--- src/rtl/eag_pkg.sv ---
package eag_pkg;
  typedef enum logic [1:0] {
    KIND_REG = 2'd0,
    KIND_IMM = 2'd1,
    KIND_MEM = 2'd2,
    KIND_BAD = 2'd3
  } opnd_kind_e;

  localparam logic [2:0] MODE_REG = 3'd0;
  localparam logic [2:0] MODE_IMM = 3'd1;
  localparam logic [2:0] MODE_REL = 3'd2;
  localparam logic [2:0] MODE_FAR = 3'd3;
  localparam logic [2:0] MODE_ABS = 3'd4;
endpackage

--- src/rtl/eag_decode.sv ---
module eag_decode
  import eag_pkg::*;
(
  input  logic [2:0]  mode,
  output opnd_kind_e  kind,
  output logic        sel_rel,
  output logic        sel_far,
  output logic        sel_abs
);
  always_comb begin
    kind    = KIND_BAD;
    sel_rel = 1'b0;
    sel_far = 1'b0;
    sel_abs = 1'b0;
    case (mode)
      MODE_REG: kind = KIND_REG;
      MODE_IMM: kind = KIND_IMM;
      MODE_REL: begin kind = KIND_MEM; sel_rel = 1'b1; end
      MODE_FAR: begin kind = KIND_MEM; sel_far = 1'b1; end
      MODE_ABS: begin kind = KIND_MEM; sel_abs = 1'b1; end
      default:  kind = KIND_BAD;
    endcase
  end
endmodule

--- src/rtl/eag_addr_calc.sv ---
module eag_addr_calc #(
  parameter int ADDR_W = 16,
  parameter int FAR_W  = 21
) (
  input  logic [ADDR_W-1:0] reg_a,
  input  logic [ADDR_W-1:0] reg_b,
  input  logic [ADDR_W-1:0] disp,
  output logic [ADDR_W-1:0] rel_addr,
  output logic [ADDR_W-1:0] far_addr,
  output logic              far_oor
);
  localparam int HI_W = FAR_W - ADDR_W;

  logic [FAR_W-1:0] far_base;
  logic [FAR_W-1:0] disp_ext;
  logic [FAR_W-1:0] far_sum;

  generate
    if (HI_W > 0) begin : g_pair
      assign far_base = {reg_b[HI_W-1:0], reg_a};
      assign disp_ext = {{HI_W{disp[ADDR_W-1]}}, disp};
      assign far_oor  = |far_sum[FAR_W-1:ADDR_W];
    end else begin : g_flat
      assign far_base = reg_a[FAR_W-1:0];
      assign disp_ext = disp[FAR_W-1:0];
      assign far_oor  = 1'b0;
    end
  endgenerate

  assign far_sum  = far_base + disp_ext;
  assign far_addr = far_sum[ADDR_W-1:0];
  assign rel_addr = reg_a + disp;
endmodule

--- src/rtl/eag_out_stage.sv ---
module eag_out_stage #(
  parameter int W = 8
) (
  input  logic         clk,
  input  logic         rst_n,
  input  logic         up_valid,
  output logic         up_ready,
  input  logic [W-1:0] up_data,
  output logic         dn_valid,
  input  logic         dn_ready,
  output logic [W-1:0] dn_data
);
  assign up_ready = !dn_valid || dn_ready;

  always_ff @(posedge clk or negedge rst_n) begin
    if (!rst_n) begin
      dn_valid <= 1'b0;
      dn_data  <= '0;
    end else if (up_valid && up_ready) begin
      dn_valid <= 1'b1;
      dn_data  <= up_data;
    end else if (dn_ready) begin
      dn_valid <= 1'b0;
    end
  end

  AST_HOLD_STABLE: assert property (@(posedge clk) disable iff (!rst_n)
    dn_valid && !dn_ready |=> dn_valid && $stable(dn_data));
  AST_ACCEPT_NEXT: assert property (@(posedge clk) disable iff (!rst_n)
    up_valid && up_ready |=> dn_valid);
endmodule

--- src/rtl/eff_addr_gen.sv ---
module eff_addr_gen
  import eag_pkg::*;
#(
  parameter int ADDR_W = 16,
  parameter int FAR_W  = 21
) (
  input  logic              clk,
  input  logic              rst_n,
  input  logic              in_valid,
  output logic              in_ready,
  input  logic [2:0]        in_mode,
  input  logic [ADDR_W-1:0] in_reg_a,
  input  logic [ADDR_W-1:0] in_reg_b,
  input  logic [ADDR_W-1:0] in_disp,
  input  logic [ADDR_W-1:0] in_imm,
  output logic              out_valid,
  input  logic              out_ready,
  output logic [1:0]        out_kind,
  output logic [ADDR_W-1:0] out_addr,
  output logic              out_addr_ok,
  output logic              out_oor,
  output logic [ADDR_W-1:0] out_opnd
);
  localparam int PW = 2 + 2 * ADDR_W + 2;

  opnd_kind_e        kind;
  logic              sel_rel, sel_far, sel_abs;
  logic [ADDR_W-1:0] rel_addr, far_addr;
  logic              far_oor;
  logic [ADDR_W-1:0] nx_addr, nx_opnd;
  logic              nx_ok, nx_oor;
  logic [PW-1:0]     nx_pack, q_pack;

  eag_decode u_dec (
    .mode(in_mode), .kind(kind),
    .sel_rel(sel_rel), .sel_far(sel_far), .sel_abs(sel_abs)
  );

  eag_addr_calc #(.ADDR_W(ADDR_W), .FAR_W(FAR_W)) u_calc (
    .reg_a(in_reg_a), .reg_b(in_reg_b), .disp(in_disp),
    .rel_addr(rel_addr), .far_addr(far_addr), .far_oor(far_oor)
  );

  always_comb begin
    nx_addr = '0;
    nx_opnd = '0;
    nx_ok   = 1'b0;
    nx_oor  = 1'b0;
    if (sel_rel) begin
      nx_addr = rel_addr;
      nx_ok   = 1'b1;
    end else if (sel_far) begin
      nx_addr = far_addr;
      nx_oor  = far_oor;
      nx_ok   = !far_oor;
    end else if (sel_abs) begin
      nx_addr = in_disp;
      nx_ok   = 1'b1;
    end else if (kind == KIND_REG) begin
      nx_opnd = in_reg_a;
    end else if (kind == KIND_IMM) begin
      nx_opnd = in_imm;
    end
  end

  assign nx_pack = {kind, nx_addr, nx_opnd, nx_ok, nx_oor};

  eag_out_stage #(.W(PW)) u_out (
    .clk(clk), .rst_n(rst_n),
    .up_valid(in_valid), .up_ready(in_ready), .up_data(nx_pack),
    .dn_valid(out_valid), .dn_ready(out_ready), .dn_data(q_pack)
  );

  assign {out_kind, out_addr, out_opnd, out_addr_ok, out_oor} = q_pack;

  AST_FLAGS_MEM_ONLY: assert property (@(posedge clk) disable iff (!rst_n)
    out_valid && (out_addr_ok || out_oor) |-> out_kind == KIND_MEM);
  AST_FLAGS_EXCLUSIVE: assert property (@(posedge clk) disable iff (!rst_n)
    out_valid |-> !(out_addr_ok && out_oor));
  AST_RESERVED_QUIET: assert property (@(posedge clk) disable iff (!rst_n)
    out_valid && out_kind == KIND_BAD |-> out_addr == '0 && out_opnd == '0);
  AST_READY_RULE: assert property (@(posedge clk) disable iff (!rst_n)
    in_ready == (!out_valid || out_ready));
endmodule

--- config.mk ---
export PLATFORM = sky130hd
export DESIGN_NAME = eff_addr_gen
export DESIGN_NICKNAME = d
export VERILOG_FILES = /design/src/rtl/eag_pkg.sv /design/src/rtl/eag_decode.sv /design/src/rtl/eag_addr_calc.sv /design/src/rtl/eag_out_stage.sv /design/src/rtl/eff_addr_gen.sv
export SDC_FILE = /design/constraint.sdc
export NUM_CORES = 1
export LEC_CHECK = 0
export BUFFER_PORTS_ARGS = -buffer_cell sky130_fd_sc_hd__buf_2
export CAP_MARGIN = 20
export CELL_PAD_IN_SITES_DETAIL_PLACEMENT = 0
export CELL_PAD_IN_SITES_GLOBAL_PLACEMENT = 2
export CORE_MARGIN = 2
export CORE_UTILIZATION = 29
export CTS_CLUSTER_DIAMETER = 200
export DETAILED_ROUTE_END_ITERATION = 8
export GPL_TIMING_DRIVEN = 0
export MAX_ROUTING_LAYER = met4
export PLACE_DENSITY_LB_ADDON = 0.1
export SLEW_MARGIN = 20
export SYNTH_ARGS = -nofsm -noshare
export SYNTH_HDL_FRONTEND = slang
export SYNTH_SLANG_ARGS = --single-unit
--- constraint.sdc ---
create_clock -name clk -period 4.23 [get_ports clk]
set_input_delay 0.846 -clock clk [delete_from_list [all_inputs] [get_ports clk]]
set_output_delay 0.846 -clock clk [all_outputs]
set_load 0.05 [all_outputs]
==> summary.txt <==
Timing
  • Max_slew headroom: 35.9%
  • Clock skew: 0.0129 ns
  • Final Max Slew Viols: 0
  • Tcrit/Tclk final: roughly 72%
  • Final hold vios: 0
  • Final setup fails: 0
  • PnR worst setup slack: 1.17 ns
  • RSZ-0062 raised after global routing: false
  • Worst-Margin Slew: between 0.9 and 1 ns
  • Setup tns final: 0 ns
  • Tmin final: roughly 3.1 ns
  • Fmax: around 330 MHz

Placement
  • IO Port Bufs: 96
  • DPL Wire Length: 6.50 mm
  • Placement Setup Slack: 0.848 ns
  • Final Wtd Congestion: approximately 0.8

Global routing
  • Largest net degree at the start of global routing: 38
  • Met1 Track Usage GR: 23.1%
  • Global routing's busiest layer: met2
  • First-pass GRT wire length: between 10 and 15 mm
  • Vias in the first global route: 2,563
  • Global Route Usage Sum: 17.4%
  • Met3 Track Usage GR: 2.60%
  • Gr ovfl total: 0
  • Met2 usage: between 20% and 30%
  • Initial antenna violation count: 0

Route
  • DR vias: ~2,600
  • Post-route ant nets: 0
  • Wire per inst: 16.2 um
  • Post-DR vias/cell: ~5.1
  • TritonRoute pass-1 iters: 5
  • 1st-iter DRT viols: 94
  • Drt drc: 0
  • Final wirelength: a little over 8 mm

Layout
  • Fillcell total: 934
  • Area growth, synth to finish: 27.5%
  • Register area: 926 um^2
  • Post-layout net count: 495
  • Share of layout cells above drive strength 1: 28.2%
  • Multi-input gate area: 0.00165 mm^2
  • Util after Layout: a little under two fifths
  • # diodes: 0

Yosys
  • Post-synth EDFFs: 0
  • Mean Syn Cell Area: ~8.8 um^2
  • Sequential share of the synthesized area: 34.9%
  • Synth warn: 0
  • Yosys cell types: 48
  • Synth Flop Type: dfrtp_1
  • Post-Syn Area: 0.00265 mm^2
  • Seq cells post-synth: 37
  • Post-synthesis cell count: 300
  • Syn nets: between 300 and 400
  • Asr flop ratio synth: between 90% and 100%

Worst setup path
  • Worst path bufs/invs: 1
  • Slowest cell on the critical path: a221oi_2
  • CP max stage delay: 0.44 ns
  • CP Launch Type: input port
  • Worst Path Arrival: 3.24 ns
  • Delay-heaviest family, CP: compound AO/OA/AOI/OAI gates
  • Beginning of the critical path: in_reg_a[0]
  • Cell Chain, Critical Path: buf_2, ha_1, fa_1, a21o_2, a221oi_2, or3_4, nand2_1, a21o_1, a21oi_1, xor2_1, o21ai_0
  • Setup Crit Path Kind: input port to flop
  • Critical-path maximum fanout: 4
  • Crit Reg-Reg Startpoint: u_out.dn_valid
  • WP data required: 4.40 ns
  • Worst Setup End Kind: flop

Status
  • Status: finished clean

Clocking
  • CTS root buffer: clkbuf_8
  • CTS tree: built
  • Sink Count: 37
  • Clock-pin transition on the worst setup and hold timing paths: 0.08 ns
  • Cts hold-fix bufs: 0
  • Worst skew pair latency: 0.30 ns
  • Maximum clock path buffer count: 2
  • Resized cells post-CTS: 0
  • H-tree levels: 2
  • CTS Buf Count: 5
  • Postcts setup bufs: 0

Floorplanning
  • I/O Pins: 109
  • Num rows: 34
  • Horiz. Die Dim: around 100 um
  • Core box area: 0.00881 mm^2
  • DIE HEIGHT: 99.6 um
  • Initial Utilization: 30.1%
  • Die area: 0.00993 mm^2

Power
  • P per Cell Area: 361 mW/mm^2
  • Leak: 1.70 nW
  • Peak supply drop: 0.127 mV

Worst hold path
  • Worst Min Path Start: u_out.dn_data[8]
  • Hold Crit Class: flop to flop

Flow run
  • Maxcap violations: 0
==> power by group <==
part / leakage, nW / switching [mW] / internal [mW]
logic: 1.18 / 0.329 / 0.152
registers: 0.470 / 0.0201 / 0.393
clock network: 0.0585 / 0.150 / 0.177
total: 1.70 / 0.498 / 0.722
==> final cells by class <==
type	instances	area share, %
Multi-Input combinational cell	243	48.8
Timing Repair Buffer	96	14.2
Clock buffer	5	2.04
Sequential cell	37	27.4
Clock inverter	3	1.30
Tap cell	108	4.00
Inverter	6	0.666
Buffer	14	1.59
==> cells in the final DEF (no fill, tap or decap), drive strengths merged, types with 2 or more instances in the layout <==
cell type   n
a21o        7
ha         20
buf        97
or3         3
clkbuf     18
nand4       2
o21ai      26
xor2        7
nor2       38
nand2b      4
and2        2
xnor2       9
a21oi      20
nand3b      2
dfrtp      37
a31oi       2
o21a        3
mux2i      18
and3        5
inv         7
a221oi     14
nand3       8
a211oi      2
a211o       2
nor3b       2
o211ai      2
nand2      29
==> worst reg2reg max path, cell delays in order (launching register included) <==
cell and delay [ns]:
dfrtp_1 0.41, nand2b_1 0.15, and2_1 0.18, clkbuf_1 0.38, clkbuf_1 0.53, nor2_1 0.10, nor2_1 0.12
==> registers in the layout, indices dropped and copies added (netlist names) <==
register and flops:
u_out.dn_data 36, u_out.dn_valid 1
==> path summary, 6_finish.rpt <==
path / endpoint / slack [ns] / cells past startpoint
max: u_out.dn_data[32] / 1.17 / 11
min: u_out.dn_data[8] / 0.47 / 2
max reg2reg: u_out.dn_data[21] / 2.30 / 6
min reg2reg: u_out.dn_data[8] / 0.47 / 2
max in group asynchronous: u_out.dn_data[32] / 3.00 / 1
min in group asynchronous: u_out.dn_data[5] / 0.67 / 1
==> cell families (layout without fill, tap and decap cells) <==
| kind of cell | count (synthesis) | count (layout) | synth area share (%) |
|---|---|---|---|
| and+or+nand+nor | 98 | 98 | 17.0 |
| AOI/OAI and AO/OA | 90 | 90 | 23.0 |
| DFF | 37 | 37 | 34.9 |
| adders and majority gates | 21 | 21 | 10.2 |
| buffers and inverters | 20 | 124 | 2.88 |
| muxes | 18 | 18 | 6.79 |
| xor gates and xnor gates | 16 | 16 | 5.28 |
==> metrics by stage <==
| step | instances | total power [mW] | hold slack, ns | instance area (um^2) |
|---|---|---|---|---|
| after floorplan | 300 | 0.764 | 0.550 | 2650 |
| after global placement | 504 | 0.902 | 0.457 | 3270 |
| after detailed placement | 504 | 0.904 | 0.465 | 3270 |
| after CTS | 512 | 1.23 | 0.486 | 3380 |
| after global routing | 512 | 1.29 | 0.503 | 3380 |
| final | 512 | 1.22 | 0.474 | 3380 |
==> routing by layer <==
layer | wire length [um] | up-vias
li1 | - | 1308
met1 | 4040 | 1232
met2 | 3810 | 67
met3 | 391 | 7
met4 | 50 | 0
met5 | 0 | -
==> Yosys cell counts, types with 3 or more instances <==
library cell / instances / area (um^2)
nand3_1: 8 / 40.0
and3_1: 5 / 31.3
a21o_2: 4 / 35.0
o21ai_0: 26 / 130
a221oi_1: 13 / 114
xnor2_1: 9 / 78.8
ha_1: 20 / 250
a21o_1: 3 / 22.5
inv_1: 6 / 22.5
a21oi_1: 20 / 100
mux2i_1: 18 / 180
dfrtp_1: 37 / 926
nand2_1: 29 / 109
clkbuf_1: 12 / 45.0
o21a_1: 3 / 22.5
nor2_1: 38 / 143
xor2_1: 7 / 61.3
nand2b_1: 4 / 25.0
(Power assumes the default switching activity.)
